===== src/rtl/fp_issue_pkg.sv =====
package fp_issue_pkg;
  typedef enum logic [1:0] {
    FU_INT = 2'd0,
    FU_ADD = 2'd1,
    FU_MUL = 2'd2,
    FU_DIV = 2'd3
  } fu_e;

  localparam int NUM_FU = 4;
endpackage


===== src/rtl/fp_pend_table.sv =====
module fp_pend_table #(
  parameter int NREG  = 32,
  parameter int REG_W = 5,
  parameter int CNT_W = 5
) (
  input  logic             clk,
  input  logic             rst_n,
  input  logic             wr_en,
  input  logic [REG_W-1:0] wr_reg,
  input  logic [CNT_W-1:0] wr_cnt,
  input  logic [REG_W-1:0] rd_a,
  input  logic [REG_W-1:0] rd_b,
  input  logic [REG_W-1:0] rd_d,
  output logic [CNT_W-1:0] cnt_a,
  output logic [CNT_W-1:0] cnt_b,
  output logic [CNT_W-1:0] cnt_d
);
  logic [CNT_W-1:0] remain [NREG];

  for (genvar r = 0; r < NREG; r++) begin : g_reg
    always_ff @(posedge clk) begin
      if (!rst_n)
        remain[r] <= '0;
      else if (wr_en && wr_reg == REG_W'(r))
        remain[r] <= wr_cnt;
      else if (remain[r] != '0)
        remain[r] <= remain[r] - 1'b1;
    end
  end

  assign cnt_a = remain[rd_a];
  assign cnt_b = remain[rd_b];
  assign cnt_d = remain[rd_d];
endmodule


===== src/rtl/fp_wb_slots.sv =====
module fp_wb_slots #(
  parameter int DEPTH = 24,
  parameter int CNT_W = 5
) (
  input  logic             clk,
  input  logic             rst_n,
  input  logic             claim,
  input  logic [CNT_W-1:0] lat,
  output logic             slot_hit
);
  // taken[k]: the write port is already claimed k cycles from now
  logic [DEPTH:1] taken;
  logic [DEPTH:1] taken_n;

  for (genvar k = 1; k < DEPTH; k++) begin : g_shift
    assign taken_n[k] = taken[k+1] | (claim && lat == CNT_W'(k + 1));
  end
  assign taken_n[DEPTH] = 1'b0;

  always_ff @(posedge clk) begin
    if (!rst_n) taken <= '0;
    else        taken <= taken_n;
  end

  always_comb begin
    slot_hit = 1'b0;
    for (int k = 1; k <= DEPTH; k++)
      if (taken[k] && lat == CNT_W'(k)) slot_hit = 1'b1;
  end
endmodule


===== src/rtl/fp_unit_gate.sv =====
module fp_unit_gate #(
  parameter int INTERVAL = 24,
  parameter int CNT_W    = 5
) (
  input  logic clk,
  input  logic rst_n,
  input  logic start,
  output logic busy
);
  logic [CNT_W-1:0] left;

  always_ff @(posedge clk) begin
    if (!rst_n)         left <= '0;
    else if (start)     left <= CNT_W'(INTERVAL - 1);
    else if (left != 0) left <= left - 1'b1;
  end

  assign busy = (left != '0);
endmodule


===== src/rtl/fp_issue_ctrl.sv =====
module fp_issue_ctrl
  import fp_issue_pkg::*;
#(
  parameter int NREG    = 32,
  parameter int LAT_INT = 1,
  parameter int LAT_ADD = 4,
  parameter int LAT_MUL = 7,
  parameter int LAT_DIV = 24
) (
  input  logic                     clk,
  input  logic                     rst_n,
  input  logic                     dec_valid,
  input  logic [1:0]               dec_unit,
  input  logic [$clog2(NREG)-1:0]  dec_src_a,
  input  logic [$clog2(NREG)-1:0]  dec_src_b,
  input  logic [$clog2(NREG)-1:0]  dec_dst,
  output logic                     stall,
  output logic                     issue,
  output logic [NUM_FU-1:0]        disp
);
  localparam int REG_W = $clog2(NREG);
  localparam int CNT_W = $clog2(LAT_DIV + 1);

  function automatic logic [CNT_W-1:0] unit_lat(input logic [1:0] u);
    case (fu_e'(u))
      FU_INT:  return CNT_W'(LAT_INT);
      FU_ADD:  return CNT_W'(LAT_ADD);
      FU_MUL:  return CNT_W'(LAT_MUL);
      default: return CNT_W'(LAT_DIV);
    endcase
  endfunction

  logic [CNT_W-1:0] lat;
  logic [CNT_W-1:0] cnt_a, cnt_b, cnt_d;
  logic             hz_raw, hz_waw, hz_port, hz_unit;
  logic             div_busy, div_start;

  assign lat = unit_lat(dec_unit);

  fp_pend_table #(.NREG(NREG), .REG_W(REG_W), .CNT_W(CNT_W)) u_pend (
    .clk(clk), .rst_n(rst_n),
    .wr_en(issue), .wr_reg(dec_dst), .wr_cnt(lat - 1'b1),
    .rd_a(dec_src_a), .rd_b(dec_src_b), .rd_d(dec_dst),
    .cnt_a(cnt_a), .cnt_b(cnt_b), .cnt_d(cnt_d)
  );

  fp_wb_slots #(.DEPTH(LAT_DIV), .CNT_W(CNT_W)) u_slots (
    .clk(clk), .rst_n(rst_n),
    .claim(issue), .lat(lat), .slot_hit(hz_port)
  );

  assign div_start = issue && (fu_e'(dec_unit) == FU_DIV);

  fp_unit_gate #(.INTERVAL(LAT_DIV), .CNT_W(CNT_W)) u_div_gate (
    .clk(clk), .rst_n(rst_n), .start(div_start), .busy(div_busy)
  );

  // hazard events, named for observation
  assign hz_raw  = (cnt_a != '0) || (cnt_b != '0);
  assign hz_waw  = (cnt_d >= lat);
  assign hz_unit = div_busy && (fu_e'(dec_unit) == FU_DIV);

  assign stall = dec_valid && (hz_raw || hz_waw || hz_port || hz_unit);
  assign issue = dec_valid && !stall;

  for (genvar u = 0; u < NUM_FU; u++) begin : g_disp
    assign disp[u] = issue && (dec_unit == 2'(u));
  end
endmodule


===== config.mk =====
export PLATFORM = sky130hd
export DESIGN_NAME = fp_issue_ctrl
export DESIGN_NICKNAME = d
export VERILOG_FILES = /design/src/rtl/fp_issue_pkg.sv /design/src/rtl/fp_pend_table.sv /design/src/rtl/fp_wb_slots.sv /design/src/rtl/fp_unit_gate.sv /design/src/rtl/fp_issue_ctrl.sv
export SDC_FILE = /design/constraint.sdc
export NUM_CORES = 1
export LEC_CHECK = 0
export CAP_MARGIN = 25
export CORE_ASPECT_RATIO = 1.25
export CORE_MARGIN = 10
export CORE_UTILIZATION = 39
export DETAILED_ROUTE_END_ITERATION = 6
export GPL_TIMING_DRIVEN = 0
export HOLD_SLACK_MARGIN = 0.05
export PLACE_DENSITY = 0.55
export RECOVER_POWER = 50
export REMOVE_ABC_BUFFERS = 1
export SETUP_SLACK_MARGIN = 0.1
export SYNTH_ARGS = -nofsm -noshare
export SYNTH_HDL_FRONTEND = slang
export SYNTH_SLANG_ARGS = --single-unit

===== constraint.sdc =====
create_clock -name clk -period 9.05 [get_ports clk]
set_clock_uncertainty 0.1 [all_clocks]
set_input_delay 1.81 -clock clk [delete_from_list [all_inputs] [get_ports clk]]
set_output_delay 1.81 -clock clk [all_outputs]
set_load 0.01 [all_outputs]

* Word level (Yosys, flattened, before mapping)
Memory sizes are Yosys's and may differ from the RTL's.
Cells that the tools add are included.
** Operators by class
- Add/subtract/negate cells :: 34
- Reductions and logical operators :: 130
- Multiplexer cells :: 316
- Bitwise gates (word level) :: 88
- Eq/ne operators :: 58
- Order comparisons :: 1
** Operator list (number)
- $mux 5 :: 66
- $mux 1 :: 249
- $reduce_bool 5->1 :: 35
- $sub 5x1->5 const B :: 34
- $eq 5x5->1 const B :: 25
- $or 1x1->1 :: 87
- $logic_and 1x1->1 :: 86
- $eq 5x4->1 const B :: 16
- $eq 5x3->1 const B :: 8
- $eq 5x2->1 const B :: 4
- $pmux 5 s3 :: 1
- $eq 5x1->1 const B :: 2
- $ge 5x5->1 :: 1
- $logic_not 5->1 :: 1
- $eq 2x2->1 const B :: 2
- $logic_or 1x1->1 :: 4
- $eq 2x1->1 const B :: 1
- $logic_not 2->1 :: 1
- $reduce_bool 2->1 :: 1
- $reduce_or 2->1 :: 1
- $logic_not 1->1 :: 1
- $not 1->1 :: 1
** Word-level totals
- Memory bits (writable) :: 160
- Memories :: 1
- Bits of input ports :: 20
- Register bits :: 29
** Memory list
- u_pend.remain :: depth 32, width 5, read ports 35, clocked after Yosys merged registers in 0, wr ports 32, RTL line fp_pend_table.sv:18 : logic [CNT_W-1:0] remain [NREG];

* Longest topological paths before layout
- Word-level depth :: 39
- Depth in mapped cells :: 20
- Depth with buffers taken out :: 14

* Hierarchy
From an unflattened synthesis, not the netlist that was laid out.
** Second synthesis, totals
- Cell total of the unflattened synthesis :: 1173
- Area total of the unflattened synthesis :: 14554.0 um^2
** By module, submodules not included
- fp_pend_table :: instances 1, area an instance 12889.9 um^2, cells each 979, sequential area each 4804.6 um^2
- fp_wb_slots :: instances 1, area an instance 1113.6 um^2, cells each 132, sequential area each 460.4 um^2
- fp_issue_ctrl :: instances 1, area an instance 305.3 um^2, cells each 39, sequential area each 0.0 um^2
- fp_unit_gate :: instances 1, area an instance 245.2 um^2, cells each 23, sequential area each 100.1 um^2

* Worst setup path before layout
Ideal clock, no wire load.
- Path type :: input to output
- Start point :: in dec_dst[0]
- End point :: out disp[3]
- Data required time :: 7.140 ns
- Data arrival time :: 5.707 ns
- Path slack :: 1.433 ns
- Stages :: 19
- Path through :: clkbuf_1 > buf_1 > mux4_2 > mux4_2 > mux2_2 > ha_1 > a21boi_0 > o21ai_0 > a21oi_1 > nor3_1 > and3_1 > buf_6 > buf_8 > buf_6 > buf_12 > nand3_4 > buf_6 > nor2_1 > buf_4
** Between the ends
- Cells in the longest elaborated chain, start to end :: 9
** Ends and longest elaborated chain
- from (decl) :: RTL line fp_issue_ctrl.sv:16 : input logic [$clog2(NREG)-1:0] dec_dst,
- $mem_v2 32x5
- $ge 5x5->1 :: RTL line fp_issue_ctrl.sv:60 : assign hz_waw = (cnt_d >= lat);
- $logic_or 1x1->1 (3 in a row) :: RTL line fp_issue_ctrl.sv:63 : assign stall = dec_valid && (hz_raw || hz_waw || hz_port || hz_unit);
- $logic_and 1x1->1 :: RTL line fp_issue_ctrl.sv:63
- $logic_not 1->1 :: RTL line fp_issue_ctrl.sv:64 : assign issue = dec_valid && !stall;
- $logic_and 1x1->1 :: RTL line fp_issue_ctrl.sv:64
- $logic_and 1x1->1
- to (decl) :: RTL line fp_issue_ctrl.sv:19 : output logic [NUM_FU-1:0] disp
No other way between the ends.

* Worst setup path after layout
- Start point :: in dec_dst[0]
- End point :: out disp[1]
** Between the ends
- Cells in the longest elaborated chain, start to end :: 9
** Ends and longest elaborated chain
- $mem_v2 32x5
- $ge 5x5->1 :: RTL line fp_issue_ctrl.sv:60
- $logic_or 1x1->1 (3 in a row) :: RTL line fp_issue_ctrl.sv:63
- $logic_and 1x1->1 :: RTL line fp_issue_ctrl.sv:63
- $logic_not 1->1 :: RTL line fp_issue_ctrl.sv:64
- $logic_and 1x1->1 :: RTL line fp_issue_ctrl.sv:64
- $logic_and 1x1->1 :: RTL line fp_issue_ctrl.sv:67 : assign disp[u] = issue && (dec_unit == 2'(u));
No other way between the ends.

==> impl_results.md <==
- Worst VDD drop: 156 uV
- Final worst path period share: 92.4%
- CTS HTree Levels: 4
- Post-Syn Instances: 1364
- Post-synthesis async set-or-reset flop share: 0%
- Final setup margin: 0.691 ns
- Die Y: 231 um
- # diodes: 0
- Clock slew at reported path FFs: 0.07 ns
- Setup-failing EPs final: 0
- Antenna Nets Post-Route: 0
- #FFs+latches synth: 188
- Initial Utilization: 39.3%
- Routed via count: 10.6k
- Unrepaired setup endpoints after global routing: false
- Post-CTS Hold Buffers: 0
- Max incr delay on CP: 0.64 ns
- Most used DFF post-synth: edfxtp_1
- Clock sinks: 188
- DRC Markers: 0
- Sw power: 1.89 mW
- Register area share after synthesis: 38.8%
- Clock Root Buffer: clkbuf_16
- CP Buf/Inv Count: 3
- Critical Path Fanout Max: 45
- Longest Clk Path Bufs: 2
- Final wirelength: 38100 um
- Vias in the first global route: 10.1k
- TritonRoute pass-1 iters: 6
- Total congestion overflow: 0
- Yosys cell types: 67
- Fin. Hold Viols: 0
- Area Growth Syn to Fin: 6.87%
- Largest net degree at the start of global routing: 100
- Internal Power: 2.84 mW
- Fmax achieved: 120 MHz
- Routed length per placed instance: 21.0 um
- WP data arrival: 6.45 ns
- Sw Ratio: 40.0%
- R2r startpoint: u_pend.remain[10][1]
- CTS Buf Count: 17
- Hold path startpoint: u_slots.taken[9]
- Fill count: 3429
- Tmin final: 8.36 ns
- Rows: 77
- Top delay family on crit path: multiplexers
- CP Launch Type: input port
- Post-synth design cell area: 13800 sq um
- Ports: 26
- Die Wd: 188 um
- Crit path capture type: primary output
- Worst hold slack: 0.337 ns
- Clk_lat worst skew: 0.46 ns
- Flop pwr share: 39.9%
- Most frequent cells in the layout: nor2_1 (179), edfxtp_1 (160), nor3_1 (96)
- Ys Warns: 0
- Cells along the critical path: buf_4 -> mux4_2 -> mux4_2 -> mux2_2 -> ha_1 -> a21boi_0 -> o21ai_0 -> a21oi_1 -> nor3_1 -> and3_4 -> nand3_4 -> inv_1 -> and2_1 -> clkdlybuf4s50_1
- Die area: 43500 sq um
- R2R Path End: u_pend.remain[21][0]
- Pwr per Cell Area: 320 nW/um^2
- Hold Path Class: flop to flop
- Total power draw: 4.74 mW
- Syn_area_per_cell: 10.1 sq um
- DR iter-0 viols: 983
- CORE AREA: 35200 sq um
- Commonest non-fill, non-tap cell in the layout: nor2_1
- Max cap viols: 2
- CTS tree: yes
- Initial antenna violation count: 0
- Reg2Reg Depth: 11
- Slew HR: -157%
- Failing checks: capacitance limit, slew limit
- Final GP Congestion: 0.842
- Status: finished with violations
- Hold Crit Depth: 1
- # nets final: 1389
- Hold endpoint: u_slots.taken[8]
- Worst slack, placed: 0.322 ns
- DP Wirelength: 26900 um
- Setup CP Type: input port to primary output
- Crit-path most repeated cell: mux4_2
- Port bufs: 25
- Actual slew at the worst max-slew pin: 3.85 ns
- Worst path required time: 7.14 ns
- Vias/cell: 5.83
- Slowest-stage cell, CP: mux4_2
- Static leakage: 5.48 nW
- Layout cells sized above 1: 14.6%
- Register-to-register setup slack: 4.63 ns
- Combinational power share: 43.3%
- Pins over their slew limit: 153
- EDFF count, synth: 160
- GRT Total Usage: 17.4%
- First-pass GRT wire length: 59400 um
- Clk pwr share: 16.8%
-- worst reg2reg max path: stages, from the launching register on --
cell and delay (ns):
edfxtp_1 0.50, mux4_2 0.53, mux4_2 0.49, mux2_2 0.28, ha_1 0.29, a21boi_0 0.12, o21ai_0 0.15, a21oi_1 0.08
nor3_1 0.22, and3_4 0.56, and3_1 0.44, nand3b_1 0.30
-- cell families after synthesis --
group	after synthesis	synth area share [%]
simple gates	584	22.1
xor+xnor	52	3.29
fa+ha+maj	45	4.07
buf+inv	176	6.02
flops	188	38.8
mux	189	19.7
compound gates	130	5.99
-- power by group through the flow --
stage / Sequential [mW] / Clock, mW / Combinational (mW)
2_1_floorplan: 1.72 / 0 / 1.62
3_3_place_gp: 1.89 / 0 / 2.03
3_5_place_dp: 1.90 / 0 / 2.06
4_1_cts: 1.88 / 0.811 / 2.07
5_1_grt: 1.94 / 0.841 / 2.30
6_report: 1.89 / 0.794 / 2.05
-- worst max-delay path by stage --
stage,from,end,slack (ns),cells past startpoint
global route,rst_n,u_pend.remain[29][4],0.20,7
global placement,dec_dst[0],disp[0],-2.39,14
CTS,dec_dst[0],disp[1],0.32,14
finish,dec_dst[0],disp[1],0.69,14
floorplan,dec_dst[0],disp[0],1.91,12
detailed placement,dec_dst[0],disp[1],0.32,14
-- what timing repair did --
action / 4_1_cts / 5_1_grt
gates resized for setup: 0 / 1
endpoints found under the setup margin: 0 / 2
buffers inserted: 0 / 0
-- cell type report --
| type | count | area, sq um | share of cell area (%) |
|---|---|---|---|
| multi-input combinational | 1000 | 7590 | 51.3 |
| sequential | 188 | 5370 | 36.3 |
| tap | 474 | 593 | 4.01 |
| clock buffer | 18 | 429 | 2.90 |
| timing repair buffer | 34 | 329 | 2.23 |
| inverter | 83 | 312 | 2.11 |
| clock inverter | 14 | 169 | 1.14 |
-- registers in the layout, indices dropped and copies added, names as in the netlist, named ones only --
name and cells:
u_div_gate.left 5, u_slots.taken 23, u_pend.remain 158
-- layer usage --
layer  GRT usage [%]  part of all wire [%]  up-vias
li1                -                     -     4923
met1            22.1                    43     5229
met2            28.6                    48      337
met3            3.27                   6.2       77
met4            7.35                   3.3        0
met5               0                     0        -
-- Yosys cell counts, drive strengths merged, types with 30 or more instances --
cell type  count  area (sq um)
o21ai         53           265
nor2         179           672
edfxtp       160          4800
mux2          86          1020
mux2i         49           490
clkbuf        39           146
xnor2         51           447
mux4          54          1220
nor3          99           517
buf           54           375
nand3         51           343
inv           83           312
nand2         89           334
and3          30           188
ha            45           563
-- stage by stage --
| step | utilization [%] | TNS (ns) | instances | area (sq um) |
|---|---|---|---|---|
| floorplan | - | 0 | 1271 | 13300 |
| global placement | 40.3 | -139.99 | 1770 | 14200 |
| detailed placement | 40.8 | 0 | 1779 | 14300 |
| CTS | 42.5 | 0 | 1811 | 14900 |
| global route | 42.0 | 0 | 1811 | 14800 |
| finish | 42.0 | 0 | 1811 | 14800 |
Power figures use the tool's default switching activity.
